### src/rtl/mbox_pkg.sv
package mbox_pkg;
  localparam logic [7:0] CMD_ECHO_LO = 8'h00;
  localparam logic [7:0] CMD_DIAG    = 8'h01;
  localparam logic [7:0] CMD_SWITCH  = 8'h02;
  localparam logic [7:0] CMD_ECHO_HI = 8'hF0;

  typedef struct packed {
    logic ld_tx;
    logic ld_reply;
    logic reply_sw;
    logic set_ready;
  } act_t;
endpackage

### src/rtl/mbox_decode.sv
module mbox_decode
  import mbox_pkg::*;
#(
  parameter int DW = 8,
  parameter logic [DW-1:0] ECHO_MASK = DW'(8'h40)
) (
  input  logic          wr_i,
  input  logic          addr_i,
  input  logic [DW-1:0] wdata_i,
  output logic          data_wr_o,
  output logic          cmd_wr_o,
  output logic [DW-1:0] echo_o,
  output act_t          act_o
);
  assign data_wr_o = wr_i && !addr_i;
  assign cmd_wr_o  = wr_i && addr_i;
  assign echo_o    = wdata_i ^ ECHO_MASK;

  always_comb begin
    act_o = '0;
    if (data_wr_o) begin
      act_o.ld_tx = 1'b1;
    end else if (cmd_wr_o) begin
      unique case (wdata_i)
        DW'(CMD_ECHO_LO), DW'(CMD_ECHO_HI): act_o.ld_tx = 1'b1;
        DW'(CMD_DIAG): begin
          act_o.ld_tx     = 1'b1;
          act_o.ld_reply  = 1'b1;
          act_o.set_ready = 1'b1;
        end
        DW'(CMD_SWITCH): begin
          act_o.ld_reply  = 1'b1;
          act_o.reply_sw  = 1'b1;
          act_o.set_ready = 1'b1;
        end
        default: act_o = '0;
      endcase
    end
  end
endmodule

### src/rtl/mbox_irq.sv
module mbox_irq (
  input  logic clk_i,
  input  logic rst_ni,
  input  logic data_wr_i,
  input  logic arm_i,
  output logic irq_o
);
  logic en_q, irq_q;
  logic fire;

  assign fire  = data_wr_i && en_q;
  assign irq_o = irq_q;

  always_ff @(posedge clk_i or negedge rst_ni) begin
    if (!rst_ni) begin
      en_q  <= 1'b0;
      irq_q <= 1'b0;
    end else begin
      irq_q <= fire;
      if (fire)       en_q <= 1'b0;
      else if (arm_i) en_q <= 1'b1;
    end
  end


  irq_one_clk_chk: assert property (@(posedge clk_i) disable iff (!rst_ni)
    irq_o |=> !irq_o);

  irq_cause_chk: assert property (@(posedge clk_i) disable iff (!rst_ni)
    $rose(irq_o) |-> $past(data_wr_i));

  arm_sets_chk: assert property (@(posedge clk_i) disable iff (!rst_ni)
    (arm_i && !data_wr_i) |=> en_q);
endmodule

### src/rtl/host_mailbox.sv
module host_mailbox
  import mbox_pkg::*;
#(
  parameter int DW = 8,
  parameter logic [DW-1:0] ECHO_MASK = DW'(8'h40)
) (
  input  logic          clk_i,
  input  logic          rst_ni,
  input  logic          wr_i,
  input  logic          rd_i,
  input  logic          addr_i,
  input  logic [DW-1:0] wdata_i,
  output logic [DW-1:0] rdata_o,
  input  logic [DW-1:0] sw_i,
  input  logic [DW-1:0] dflt_i,
  input  logic          tx_ack_i,
  output logic [DW-1:0] tx_data_o,
  input  logic          arm_i,
  output logic          irq_o,
  output logic [DW-1:0] last_cmd_o
);
  localparam int PadW = DW - 2;

  logic [DW-1:0] tx_q, reply_q, last_q, rdata_q, echo;
  logic          rdy_q, busy_q, post_rst_q;
  logic          data_wr, cmd_wr;
  act_t          act;
  logic [DW-1:0] status;

  assign status     = {{PadW{1'b0}}, busy_q, rdy_q};
  assign rdata_o    = rdata_q;
  assign tx_data_o  = tx_q;
  assign last_cmd_o = last_q;

  mbox_decode #(.DW(DW), .ECHO_MASK(ECHO_MASK)) u_dec (
    .wr_i     (wr_i),
    .addr_i   (addr_i),
    .wdata_i  (wdata_i),
    .data_wr_o(data_wr),
    .cmd_wr_o (cmd_wr),
    .echo_o   (echo),
    .act_o    (act)
  );

  mbox_irq u_irq (
    .clk_i    (clk_i),
    .rst_ni   (rst_ni),
    .data_wr_i(data_wr),
    .arm_i    (arm_i),
    .irq_o    (irq_o)
  );

  always_ff @(posedge clk_i or negedge rst_ni) begin
    if (!rst_ni) begin
      tx_q       <= '0;
      reply_q    <= '0;
      last_q     <= '0;
      rdata_q    <= '0;
      rdy_q      <= 1'b0;
      busy_q     <= 1'b0;
      post_rst_q <= 1'b1;
    end else begin
      if (rd_i && !addr_i) begin
        rdata_q    <= reply_q;
        rdy_q      <= 1'b0;
        post_rst_q <= 1'b0;
      end else if (rd_i) begin
        rdata_q <= status;
        if (post_rst_q) reply_q <= dflt_i;
      end
      if (tx_ack_i) busy_q <= 1'b0;
      // later assignments win: loads override ack/read clears
      if (act.ld_tx) begin
        tx_q   <= echo;
        busy_q <= 1'b1;
      end
      if (act.ld_reply) reply_q <= act.reply_sw ? sw_i : '0;
      if (act.set_ready) rdy_q <= 1'b1;
      if (cmd_wr) last_q <= wdata_i;
    end
  end


  ack_clears_busy_chk: assert property (@(posedge clk_i) disable iff (!rst_ni)
    (tx_ack_i && !wr_i) |=> !busy_q && $stable(tx_q));

  diag_reply_chk: assert property (@(posedge clk_i) disable iff (!rst_ni)
    (wr_i && addr_i && wdata_i == DW'(CMD_DIAG)) |=> rdy_q && reply_q == '0);

  data_rd_clear_chk: assert property (@(posedge clk_i) disable iff (!rst_ni)
    (rd_i && !addr_i && !wr_i) |=> !rdy_q && !post_rst_q);

  other_cmd_chk: assert property (@(posedge clk_i) disable iff (!rst_ni)
    (wr_i && addr_i && !rd_i && !tx_ack_i && wdata_i == DW'(8'h03))
      |=> $stable(tx_q) && $stable(busy_q) && $stable(rdy_q));
endmodule

### config.mk
export PLATFORM = sky130hd
export DESIGN_NAME = host_mailbox
export DESIGN_NICKNAME = d
export VERILOG_FILES = /design/src/rtl/mbox_pkg.sv /design/src/rtl/mbox_decode.sv /design/src/rtl/mbox_irq.sv /design/src/rtl/host_mailbox.sv
export SDC_FILE = /design/constraint.sdc
export NUM_CORES = 1
export LEC_CHECK = 0
export ABC_CLOCK_PERIOD_IN_PS = 2460
export BUFFER_PORTS_ARGS = -buffer_cell sky130_fd_sc_hd__buf_2
export CAP_MARGIN = 10
export CORE_ASPECT_RATIO = 0.5
export CORE_UTILIZATION = 54
export DETAILED_ROUTE_END_ITERATION = 10
export PLACE_DENSITY = 0.91
export SYNTH_ARGS = -nofsm -noshare
export SYNTH_HDL_FRONTEND = slang
export SYNTH_HIERARCHICAL = 1
export SYNTH_SLANG_ARGS = --single-unit
### constraint.sdc
create_clock -name clk_i -period 2.46 [get_ports clk_i]
set_input_delay 0.615 -clock clk_i [delete_from_list [all_inputs] [get_ports clk_i]]
set_output_delay 0.615 -clock clk_i [all_outputs]
set_load 0.05 [all_outputs]
==> run metrics <==
run status=completed; # rows=14; Routed Wire Length=3640 µm; Sw Share=0.342; Area after DPL=1960 µm²; number of global-route vias before repair=about 1,200; fin nets=223; type of destination of the critical path=flip-flop; final worst path period share=0.754; WL/cell=approximately 16 µm; clock buffer count from CTS=5; Die H=approximately 42 µm; initial antenna violation count=0; Slew @ Worst Pin=around 800 ps; #FFs+latches synth=37; sequential cell fraction of total power=0.449; Post-synth EDFFs=0; P per Cell Area=between 700 and 800 nW/µm²; vias per cell=5.53; Antenna Cells=0; # port buffers=55; Mapped Area=roughly 1800 µm²; CTS root buf=clkbuf_8; combinational share of power=0.262; post-synth net total=between 150 and 200; post-route cell area=2060 µm²; # H-tree levels=2; Layout Skew=between 5 and 6 ps; first-pass GRT wire length=slightly above 6000 µm; clk buf depth=2; largest net degree at the start of global routing=38; Synth Flop Type=dfrtp_1; share of cells above drive strength 1=0.466; Slew Viols, Final=0; leakage=0.000998 µW; f_max=0.539 GHz; CP arrival=around 2100 ps; Max-slew headroom=0.465; Post-CTS Setup Bufs=0; FILL cells=about 230; commonest non-fill, non-tap cells in the layout=55 x buf_2, 36 x dfrtp_1, 16 x mux2_2; Global Route Usage Sum=0.226; Final HPWL DP=approximately 2500 µm; Fin Setup TNS=0 ps; Register Area=roughly 930 µm²; synth warn=6; antenna-violating nets left=0; WP data required=about 2700 ps; cell internal pwr=~1100 µW; Via Count=1,289; CP startpoint=addr_i; CTS tree=done; die outline area=around 3500 µm²; Die Wd=about 83 µm; clk sinks=37; Net Sw Power=about 550 µW; Area Growth Syn to Fin=16.5%; Worst Hold Class=in2async; post-synthesis sequential area ratio=0.524; Starting Density=0.578; placer congestion estimate=0.739; initial DRC count=110; drt pass-1 iters=4; FF-to-FF Start=post_rst_q; unrepaired setup endpoints after global routing=no; flop2flop setup slack=1360 ps; # hold bufs at CTS=0; clk slew on worst S/H paths=around 70 ps; critical setup path kind=in2reg; GRT overflow=0; number of setup violations in the final report=0; clock share of power=0.289; max cap viols=0; # resized after CTS=0; Post-synth ARST share=1.00; Avg Cell Area, Syn=12.1 µm²; commonest non-fill, non-tap cell in the layout=buf_2; Yosys cell types=32; CP Max Fanout=19; area occupied by multi-input gates=661 µm²; CP Launch Type=primary input; Tmin final=~1900 ps; Final Hold Vio Count=0; clock latency on the worst-skew pair=just under 300 ps; Post-route DRC=0; Hold Worst Slack=just over 400 ps; Peak VDD IR=around 0.46 mV; Gate Count Post-Synth=between 100 and 150; Ports=56; core footprint=approximately 3000 µm²
-- layout make-up --
class,count,share of cell area
repair buffers,57,0.141
multi-input cells,82,0.320
clock buffers,7,0.0467
well taps,40,0.0243
flip-flops and latches,37,0.449
inverters,9,0.0164
clock inverters,1,0.00243
-- registers in the layout, summed over array words and instances (netlist names), 8 cells and up --
register	count
last_cmd_o	8
rdata_o	8
reply_q	8
tx_data_o	8
-- stage by stage --
step                setup slack, ps  power, µW  std cells  utilization
floorplan                       732       1030        146            -
global placement                431       1140        225        0.640
detailed placement              342       1150        225        0.640
CTS                             625       1610        233        0.673
global route                    497       1670        233        0.673
finish                          605       1600        233        0.673
-- power groups by stage --
| stage | Combinational (µW) | Clock, µW | Sequential (µW) |
|---|---|---|---|
| 6_report | 419 | 463 | 719 |
| 5_1_grt | 442 | 499 | 726 |
| 4_1_cts | 423 | 471 | 718 |
| 3_5_place_dp | 419 | 0 | 729 |
| 3_3_place_gp | 413 | 0 | 723 |
| 2_1_floorplan | 111 | 0 | 924 |
-- routing by layer --
layer,track usage,part of all wire,vias up
met5,0,0,-
met4,0.0862,0.015,0
met3,0.0846,0.062,6
met2,0.339,0.47,46
met1,0.301,0.46,629
li1,-,-,608
-- worst max-delay path, cell delays in order --
cell     delay [ps]
buf_2           300
and2_1          210
nand3_2          80
nor3b_2         480
nand3_1         140
a31oi_1         230
-- cells by family after synthesis --
logic type,after synthesis,synth area share
AOI/OAI and AO/OA,29,0.126
xor gates and xnor gates,1,0.00495
buffers and inverters,27,0.103
DFF,37,0.524
muxes,19,0.119
and+or+nand+nor,33,0.124
-- synthesized netlist by cell type, types with 2 or more instances --
library cell   n  share of area
nand3b_1       3          0.013
buf_2          2         0.0057
o21ai_1        3         0.0085
nand2b_1       8          0.028
buf_4         11          0.047
a31oi_1        8          0.028
buf_6          5          0.032
dfrtp_1       36           0.51
a22o_1         3          0.015
nor2_1         5          0.011
inv_1          8          0.017
nand3_1        8          0.023
nor2b_1        2         0.0071
a21oi_1        2         0.0057
mux2i_1        3          0.017
mux2_2        16           0.10
a311oi_1       8          0.040
-- path summary, 6_finish.rpt --
check	to	cells past startpoint
setup / recovery	reply_q[0]	6
hold / removal	rdata_o[6]	1
setup reg to reg	reply_q[0]	2
hold reg to reg	busy_q	1
max in group asynchronous	busy_q	1
min in group clk_i	busy_q	1
(Power assumes the default switching activity.)
